==> src/rtl/ifetch_pkg.sv <==
package ifetch_pkg;

  localparam int CAUSE_W = 4;
  localparam logic [CAUSE_W-1:0] CAUSE_MISALIGN = 4'd0;
  localparam logic [CAUSE_W-1:0] CAUSE_ACCESS   = 4'd1;
  localparam logic [1:0]         SIZE_WORD      = 2'b10;

  typedef enum logic [1:0] {
    ST_IDLE,
    ST_REQ,
    ST_WAIT,
    ST_HALT
  } fetchState_t;

  // strobes from control to datapath
  typedef struct packed {
    logic redirect;       // load fetch address from redirectPc, flush slot
    logic incPc;          // advance fetch address past the accepted request
    logic latchAddr;      // capture fetch address as request address
    logic writeInst;      // load slot from the response
    logic writeMisalign;  // load slot with a misaligned-address fault
    logic retire;         // slot may empty this cycle
  } fetchCtl_t;

endpackage

==> src/rtl/ifetch_ctrl.sv <==
module ifetch_ctrl
  import ifetch_pkg::*;
(
  input  logic      clk,
  input  logic      rstN,
  input  logic      redirectValid,
  input  logic      stall,
  input  logic      misaligned,
  input  logic      outValid,
  input  logic      reqReady,
  input  logic      rspValid,
  input  logic      rspErr,
  output logic      reqValid,
  output logic      rspReady,
  output fetchCtl_t ctl
);

  fetchState_t state, nextState;
  logic        discard, nextDiscard;
  logic        slotFree;
  logic        dropRsp;

  assign slotFree = !outValid || !stall;
  assign dropRsp  = discard || redirectValid;

  always_comb begin
    ctl          = '0;
    ctl.redirect = redirectValid;
    ctl.retire   = !stall;
    nextState    = state;
    nextDiscard  = discard;
    reqValid     = 1'b0;
    rspReady     = 1'b0;
    unique case (state)
      ST_IDLE: begin
        if (!redirectValid) begin
          if (misaligned) begin
            if (slotFree) begin
              ctl.writeMisalign = 1'b1;
              nextState         = ST_HALT;
            end
          end else begin
            ctl.latchAddr = 1'b1;
            nextState     = ST_REQ;
          end
        end
      end
      ST_REQ: begin
        reqValid = 1'b1;
        if (redirectValid) nextDiscard = 1'b1;
        if (reqReady) begin
          nextState  = ST_WAIT;
          ctl.incPc  = !discard && !redirectValid;
        end
      end
      ST_WAIT: begin
        rspReady = dropRsp || slotFree;
        if (rspValid && rspReady) begin
          nextDiscard = 1'b0;
          if (dropRsp) begin
            nextState = ST_IDLE;
          end else begin
            ctl.writeInst = 1'b1;
            nextState     = rspErr ? ST_HALT : ST_IDLE;
          end
        end else if (redirectValid) begin
          nextDiscard = 1'b1;
        end
      end
      ST_HALT: begin
        if (redirectValid) nextState = ST_IDLE;
      end
      default: nextState = ST_IDLE;
    endcase
  end

  always_ff @(posedge clk) begin
    if (!rstN) begin
      state   <= ST_IDLE;
      discard <= 1'b0;
    end else begin
      state   <= nextState;
      discard <= nextDiscard;
    end
  end

  // a handshake is followed by a cycle without a request
  assert_single_outstanding_R6: assert property (@(posedge clk) disable iff (!rstN)
    reqValid && reqReady |=> !reqValid);

  // a dropped reply leaves the slot empty
  assert_stale_dropped_R7: assert property (@(posedge clk) disable iff (!rstN)
    state == ST_WAIT && discard && rspValid && rspReady |=> !outValid);

endmodule

==> src/rtl/ifetch_dpath.sv <==
module ifetch_dpath
  import ifetch_pkg::*;
#(
  parameter int ADDR_W = 32,
  parameter int DATA_W = 32,
  parameter logic [ADDR_W-1:0] RESET_PC = '0
) (
  input  logic               clk,
  input  logic               rstN,
  input  fetchCtl_t          ctl,
  input  logic [ADDR_W-1:0]  redirectPc,
  input  logic [DATA_W-1:0]  rspRdata,
  input  logic               rspErr,
  output logic               misaligned,
  output logic [ADDR_W-1:0]  reqAddr,
  output logic               outValid,
  output logic [DATA_W-1:0]  outWord,
  output logic [ADDR_W-1:0]  outPc,
  output logic               outFault,
  output logic [CAUSE_W-1:0] outCause
);

  localparam logic [ADDR_W-1:0] WORD_STEP = ADDR_W'(DATA_W / 8);

  logic [ADDR_W-1:0] fetchPc;
  logic [ADDR_W-1:0] addrReg;

  assign misaligned = fetchPc[1:0] != 2'b00;
  assign reqAddr    = addrReg;

  always_ff @(posedge clk) begin
    if (!rstN) begin
      fetchPc <= RESET_PC;
      addrReg <= RESET_PC;
    end else begin
      if (ctl.redirect)   fetchPc <= redirectPc;
      else if (ctl.incPc) fetchPc <= addrReg + WORD_STEP;
      if (ctl.latchAddr)  addrReg <= fetchPc;
    end
  end

  always_ff @(posedge clk) begin
    if (!rstN) begin
      outValid <= 1'b0;
      outWord  <= '0;
      outPc    <= '0;
      outFault <= 1'b0;
      outCause <= '0;
    end else if (ctl.redirect) begin
      outValid <= 1'b0;
    end else if (ctl.writeInst) begin
      outValid <= 1'b1;
      outWord  <= rspRdata;
      outPc    <= addrReg;
      outFault <= rspErr;
      outCause <= rspErr ? CAUSE_ACCESS : '0;
    end else if (ctl.writeMisalign) begin
      outValid <= 1'b1;
      outWord  <= '0;
      outPc    <= fetchPc;
      outFault <= 1'b1;
      outCause <= CAUSE_MISALIGN;
    end else if (ctl.retire) begin
      outValid <= 1'b0;
    end
  end

  // local fault only for an unaligned fetch address, with cause 0
  assert_misalign_cause_R3: assert property (@(posedge clk) disable iff (!rstN)
    ctl.writeMisalign |=> outValid && outFault && outCause == CAUSE_MISALIGN);

  // bus error becomes cause 1
  assert_access_cause_R4: assert property (@(posedge clk) disable iff (!rstN)
    ctl.writeInst && rspErr |=> outValid && outFault && outCause == CAUSE_ACCESS);

  // a stalled slot holds its contents
  assert_stall_hold_R8: assert property (@(posedge clk) disable iff (!rstN)
    outValid && !ctl.retire && !ctl.redirect |=>
      outValid && $stable(outWord) && $stable(outPc));

endmodule

==> src/rtl/ifetch_master.sv <==
module ifetch_master
  import ifetch_pkg::*;
#(
  parameter int ADDR_W = 32,
  parameter int DATA_W = 32,
  parameter int AMO_W  = 4,
  parameter logic [ADDR_W-1:0] RESET_PC = 32'h0000_0100
) (
  input  logic                clk,
  input  logic                rstN,
  input  logic                redirectValid,
  input  logic [ADDR_W-1:0]   redirectPc,
  input  logic                stall,
  output logic                reqValid,
  input  logic                reqReady,
  output logic [ADDR_W-1:0]   reqAddr,
  output logic                reqWe,
  output logic [1:0]          reqSize,
  output logic [DATA_W-1:0]   reqWdata,
  output logic [DATA_W/8-1:0] reqWstrb,
  output logic [AMO_W-1:0]    reqAmo,
  input  logic                rspValid,
  output logic                rspReady,
  input  logic [DATA_W-1:0]   rspRdata,
  input  logic                rspErr,
  output logic                instValid,
  output logic [DATA_W-1:0]   instWord,
  output logic [ADDR_W-1:0]   instPc,
  output logic                instFault,
  output logic [CAUSE_W-1:0]  instCause
);

  fetchCtl_t ctl;
  logic      misaligned;

  // read-only word fetch payload
  assign reqWe    = 1'b0;
  assign reqSize  = SIZE_WORD;
  assign reqWdata = '0;
  assign reqWstrb = '0;
  assign reqAmo   = '0;

  ifetch_ctrl u_ctrl (
    .clk           (clk),
    .rstN          (rstN),
    .redirectValid (redirectValid),
    .stall         (stall),
    .misaligned    (misaligned),
    .outValid      (instValid),
    .reqReady      (reqReady),
    .rspValid      (rspValid),
    .rspErr        (rspErr),
    .reqValid      (reqValid),
    .rspReady      (rspReady),
    .ctl           (ctl)
  );

  ifetch_dpath #(
    .ADDR_W   (ADDR_W),
    .DATA_W   (DATA_W),
    .RESET_PC (RESET_PC)
  ) u_dpath (
    .clk        (clk),
    .rstN       (rstN),
    .ctl        (ctl),
    .redirectPc (redirectPc),
    .rspRdata   (rspRdata),
    .rspErr     (rspErr),
    .misaligned (misaligned),
    .reqAddr    (reqAddr),
    .outValid   (instValid),
    .outWord    (instWord),
    .outPc      (instPc),
    .outFault   (instFault),
    .outCause   (instCause)
  );

  // a pending request keeps its address
  assert_req_stable_R2: assert property (@(posedge clk) disable iff (!rstN)
    reqValid && !reqReady |=> reqValid && $stable(reqAddr));

  // the bus never sees an unaligned fetch
  assert_req_aligned_R3: assert property (@(posedge clk) disable iff (!rstN)
    reqValid |-> reqAddr[1:0] == 2'b00);

endmodule

==> config.mk <==
export PLATFORM = sky130hd
export DESIGN_NAME = ifetch_master
export DESIGN_NICKNAME = d
export VERILOG_FILES = /design/src/rtl/ifetch_pkg.sv /design/src/rtl/ifetch_ctrl.sv /design/src/rtl/ifetch_dpath.sv /design/src/rtl/ifetch_master.sv
export SDC_FILE = /design/constraint.sdc
export NUM_CORES = 1
export LEC_CHECK = 0
export ABC_AREA = 0
export BUFFER_PORTS_ARGS = -buffer_cell sky130_fd_sc_hd__buf_2
export CORE_ASPECT_RATIO = 2
export CORE_UTILIZATION = 54
export CTS_CLUSTER_DIAMETER = 150
export DETAILED_ROUTE_END_ITERATION = 10
export GPL_TIMING_DRIVEN = 0
export PLACE_DENSITY = 0.95
export SLEW_MARGIN = 5
export SYNTH_ARGS = -nofsm -noshare
export SYNTH_HDL_FRONTEND = slang
export SYNTH_SLANG_ARGS = --single-unit
==> constraint.sdc <==
create_clock -name clk -period 3.42 [get_ports clk]
set_clock_uncertainty 0.05 [all_clocks]
set_input_delay 0.342 -clock clk [delete_from_list [all_inputs] [get_ports clk]]
set_output_delay 0.342 -clock clk [all_outputs]
set_load 0.01 [all_outputs]
# Yosys cells after proc, flatten, opt, wreduce, memory -nomap -nowiden
# Index checks and enable logic that the tools add are counted.
# Widths: inputs -> output; s select.
totals:
  ff_bits: 137
  wordCells: 78
  in_bits: 71
  out_inout_bits: 147
classes:
  eq_ne: 9
  n_reduce_logical: 17
  n_bitwise: 2
  mux: 40
  addsub: 1
op_table:
  columns: ["cell", "n"]
  rows:
  - ["$mux 32", 6]
  - ["$add 32x3->32 const B", 1]
  - ["$mux 1", 22]
  - ["$mux 2", 8]
  - ["$mux 4", 2]
  - ["$pmux 2 s4", 1]
  - ["$reduce_bool 2->1", 4]
  - ["$ne 2x2->1 const B", 3]
  - ["$reduce_and 5->1", 1]
  - ["$eq 2x2->1 const B", 2]
  - ["$logic_not 1->1", 4]
  - ["$logic_or 1x1->1", 3]
  - ["$ne 3x1->1 const B", 1]
  - ["$ne 3x2->1 const B", 1]
  - ["$eq 2x1->1 const B", 1]
  - ["$logic_and 1x1->1", 2]
  - ["$logic_not 2->1", 1]
  - ["$ne 2x1->1 const B", 1]
  - ["$not 1->1", 2]
  - ["$pmux 1 s2", 1]
  - ["$reduce_and 2->1", 1]
  - ["$reduce_or 2->1", 1]

# Logic depth before layout (Yosys ltp)
logic_depth:
  ltp_word: 8
  ltp_mapped: 8
  mapped_depth_nobuf: 7

# Cells and area by module
# Synthesis repeated with hierarchy kept, for this count alone.
hier_totals:
  cells_unflattened: 753
  area_unflattened_um2: 6531.3
by_module_without_submodules:
  columns: ["module", "instances", "seq_area_each_um2", "cells_each", "area_each_um2"]
  rows:
  - ["ifetch_dpath", 1, 2622.5, 671, 5881.9]
  - ["ifetch_master", 1, 0.0, 45, 330.3]
  - ["ifetch_ctrl", 1, 60.1, 37, 319.1]

# Worst setup path before layout
# No wires, ideal clock.
synth_path:
  path_type: "register -> register"
  from: "reg u_dpath.addrReg[2], in the netlist u_dpath.reqAddr[2]"
  to: "reg u_dpath.fetchPc[14]"
  required_time_ps: 3242
  setup_time_ps: 128
  stages_incl_launch_ff: 7
  synth_period_minus_slack_ps: 1795
  t_arrival_ps: 1617
  setup_slack_ps: 1625
  path_cell_list: "dfxtp_1 > ha_1 > nand3_2 > nor4_1 > xor2_1 > a222oi_1 > nor2_1"
synth_between:
  elab_chain_len: 3
synth_lines:
  columns: ["item", "line_no", "text"]
  rows:
  - ["from (decl)", "ifetch_dpath.sv:26", "logic [ADDR_W-1:0] addrReg;"]
  - ["from (signal assigned)", "ifetch_dpath.sv:38", "if (ctl.latchAddr) addrReg <= fetchPc;"]
  - ["$add 32x3->32", "ifetch_dpath.sv:37", "else if (ctl.incPc) fetchPc <= addrReg + WORD_STEP;"]
  - ["$mux 32", "ifetch_dpath.sv:37", null]
  - ["$mux 32", "ifetch_dpath.sv:36", "if (ctl.redirect) fetchPc <= redirectPc;"]
  - ["to (signal assigned)", "ifetch_dpath.sv:36", null]
  - ["to (signal assigned)", "ifetch_dpath.sv:37", null]
  - ["to (decl)", "ifetch_dpath.sv:25", "logic [ADDR_W-1:0] fetchPc;"]
# Every way passes these cells. The select of a mux whose other input is x is not followed.
# A chain may end at the register's enable or synchronous reset.

# Worst setup path after layout
layout_path:
  from: "in redirectValid"
  to: "out rspReady"
layout_between:
  elab_chain_len: 3
layout_lines:
  columns: ["item", "line_no", "text"]
  rows:
  - ["from (decl)", "ifetch_master.sv:11", "input logic redirectValid,"]
  - ["$logic_or 1x1->1", "ifetch_ctrl.sv:24", "assign dropRsp = discard || redirectValid;"]
  - ["$logic_or 1x1->1", "ifetch_ctrl.sv:57", "rspReady = dropRsp || slotFree;"]
  - ["$mux 1", "ifetch_ctrl.sv:34", "unique case (state)"]
  - ["to (decl)", "ifetch_master.sv:23", "output logic rspReady,"]
# Every way passes these cells.

==> impl_results.md <==
* Clk sinks at 134
* Ys flop type: dfxtp_1
* Peak VDD IR at 449 uV
* Critical path fanouts, max at 10
* Slew headroom at 51.8%
* Port buffer count at 171
* Worst hold-check path type: in2reg
* Clock tree from TritonCTS: done
* Number of synthesized flops with an enable pin at 0
* Placed cell area at 0.00730 sq mm
* Startpoint Class: input port
* Distinct cells, synth at 53
* Layout area overhead at 29.4%
* DR WL met3 at 1.76 mm
* RR Endpoint: u_dpath.fetchPc[11]
* Register bit total from synthesis at 134
* Synthesis Warnings at 0
* Post-synthesis sequential area ratio at ~44%
* TritonCTS Buffers at 17
* Vias in the first global route at 6357
* Post-CTS sizing at 0
* Clock transition at the registers of the reported paths at 0.05 ns
* Final cell count without fillers at between 1k and 1.5k
* Cell with the most instances after synthesis: dfxtp_1
* Worst R2R Path Depth at 6
* Post-synth top area cell: dfxtp_1
* Total power at approximately 0.005 W
* Share of layout cells above drive strength 1 at between 20% and 30%
* Slew @ Worst Pin at ~0.72 ns
* Final instance area at 0.00790 sq mm
* TritonRoute pass-1 iters at 6
* Cells after DPL at 1033
* Hold_buf cts at 0
* Max-cap violations at 0
* Synth async-reset ratio at 0%
* Hold Vio Cnt, Final at 0
* Netlist Area Pre-Place at 0.00610 sq mm
* Startpoint of the worst hold path: rspRdata[2]
* Routed wire length at about 20 mm
* RSZ-0062 raised after global routing: no
* Worst hold slack at 0.0829 ns
* Post-DP HPWL at approximately 14 mm
* Critical path capture point type: output pin
* CTS root buf: clkbuf_16
* Antenna violations before repair at 2
* Critical path class: in2out
* Crit path from: redirectValid
* Max clock buf depth at 2
* Syn avg cell area at 9.00 sq um
* Gpl congestion at between 0.9 and 1
* Highest metal used: met4
* PD cells at 620 mW/mm^2
* Post-synth top area share at 44.0%
* CP Data Required Time at between 3 and 4 ns
* Slew Viols, Final at 0
* Io pins at 218
* Synthesized netlist cell count at 678
* Core area at 0.0109 sq mm
* Worst-skew pair later-pin latency at 0.42 ns
* GRT Util Overall at 33.4%
* Final ANT Viol Nets at 0
* Largest net degree at the start of global routing at 17
* Setup TNS Final at 0 ns
* Leakage at between 3 and 4 nW
* FP Rows at 54
* Hold Path Depth at 2
* WL/cell at 18.3 um
* GR Overflow Total at 0
* Worst Hold Path EP: u_dpath.outWord[2]
* Min Tclk post-route at 2.22 ns
* Initial DRC count at between 700 and 800
* Achievable Freq at 450 MHz
* Synth area leaders: dfxtp_1, buf_4, mux2i_1, nand2_1, nor2_1
* Worst endpoint data arrival time at ~1.8 ns
* Vias per inst at 5.97
* Critical R2R Launch: u_ctrl.state[1]
* Final Cycle Share at 65.0%
* Most common library cells after synthesis: dfxtp_1, nand2_1, nor2_1
* First-pass GRT wire length at 30.7 mm
* Residual DRC at 0
* R2r setup slk at 1.23 ns
* Met1 WL at 6.47 mm
* DR vias at roughly 6.4k
* H-tree Lvls at 4
* Wire length on met2 at 9.89 mm
* Setup violators final at 0
* Setup bufs post-CTS at 0
* Die Ht at 152 um
* Initial Util at 55.8%
* Nets at 989
* Die area at 0.0118 sq mm
* DIE WIDTH at 77.2 um
* Status: finished, final reports clean
-- registers in the layout (all words and copies together), names as in the netlist --
| signal | count |
|---|---|
| u_dpath.outPc | 32 |
| u_dpath.reqAddr | 32 |
| u_ctrl.discard | 1 |
| u_ctrl.state | 2 |
| u_dpath.outValid | 1 |
| u_dpath.outCause | 1 |
| u_dpath.fetchPc | 32 |
| u_dpath.outWord | 32 |
| u_dpath.outFault | 1 |
-- cell usage in the layout, fill, tap and decap left out, drive strengths merged, types with 2 or more instances in the layout --
cell type    n
a221oi       2
a31o         2
nor2        76
and4         4
conb        46
dfxtp      134
and2         2
o21ai        8
nor4         4
buf        238
ha           6
nand2       75
a211oi      36
clkbuf      46
nand4       14
nor3         9
a222oi       3
and3         9
a311oi       2
mux2i       32
diode        2
a22o        19
bufinv       3
a22oi       21
clkinvlp     3
o211ai       3
o22ai        3
nand3       12
a21oi       47
xnor2        6
inv         10
o221ai      17
clkinv       5
xor2        16
-- per-stage QoR --
step,util [%],setup WS (ns)
6_report,72.1,1.20
5_1_grt,72.1,1.11
4_1_cts,72.1,1.27
2_1_floorplan,-,1.63
3_5_place_dp,66.7,1.27
3_3_place_gp,66.7,1.29
-- kinds of logic (layout without fill, tap and decap cells) --
family                   Yosys count  in the layout  synth area share, %
AND/OR/NAND/NOR                  210            210                 16.5
AO/OA/AOI/OAI                    170            170                 19.7
flip-flops                       134            134                 44.0
buffers and inverters            102            305                 10.1
multiplexers                      32             32                 5.25
XOR/XNOR                          22             22                 3.16
adder cells (fa/ha/maj)            6              6                 1.23
other                              2             48                0.123
-- cell type report --
class	count	area [sq um]
fillers	790	3050
multi-input cells	486	2970
flip-flops and latches	134	2680
repair buffers	171	856
plain buffers	93	583
clock buffers	20	437
well taps	140	175
clock inverters	12	154
inverters	9	33.8
diodes	2	5.00
-- worst max-delay path, stage by stage --
cell and delay, ns:
buf_2 0.15, clkbuf_1 0.43, buf_1 0.55, o31a_1 0.22
buf_2 0.14
-- how the worst max path moves through the flow --
stage                                endpoint  slack (ns)
after detailed placement             rspReady        1.27
after global placement               rspReady        1.29
final                                rspReady        1.20
after global routing        u_dpath.outPc[29]        1.11
after floorplan           u_dpath.fetchPc[14]        1.63
after CTS                            rspReady        1.27
-- power by group --
| part | switching (W) | total [W] | internal, W |
|---|---|---|---|
| sequential | 0.000163 | 0.00190 | 0.00173 |
| clock | 0.000700 | 0.00184 | 0.00114 |
| combinational | 0.000693 | 0.00115 | 0.000458 |
| total | 0.00156 | 0.00489 | 0.00334 |
-- layer usage --
metal,global-route usage (%),up-vias
met5,0,-
met3,8.26,129
met1,32.8,2908
li1,-,2823
met2,58.0,508
met4,27.4,0
No activity file was read; power rests on OpenSTA's default activity.
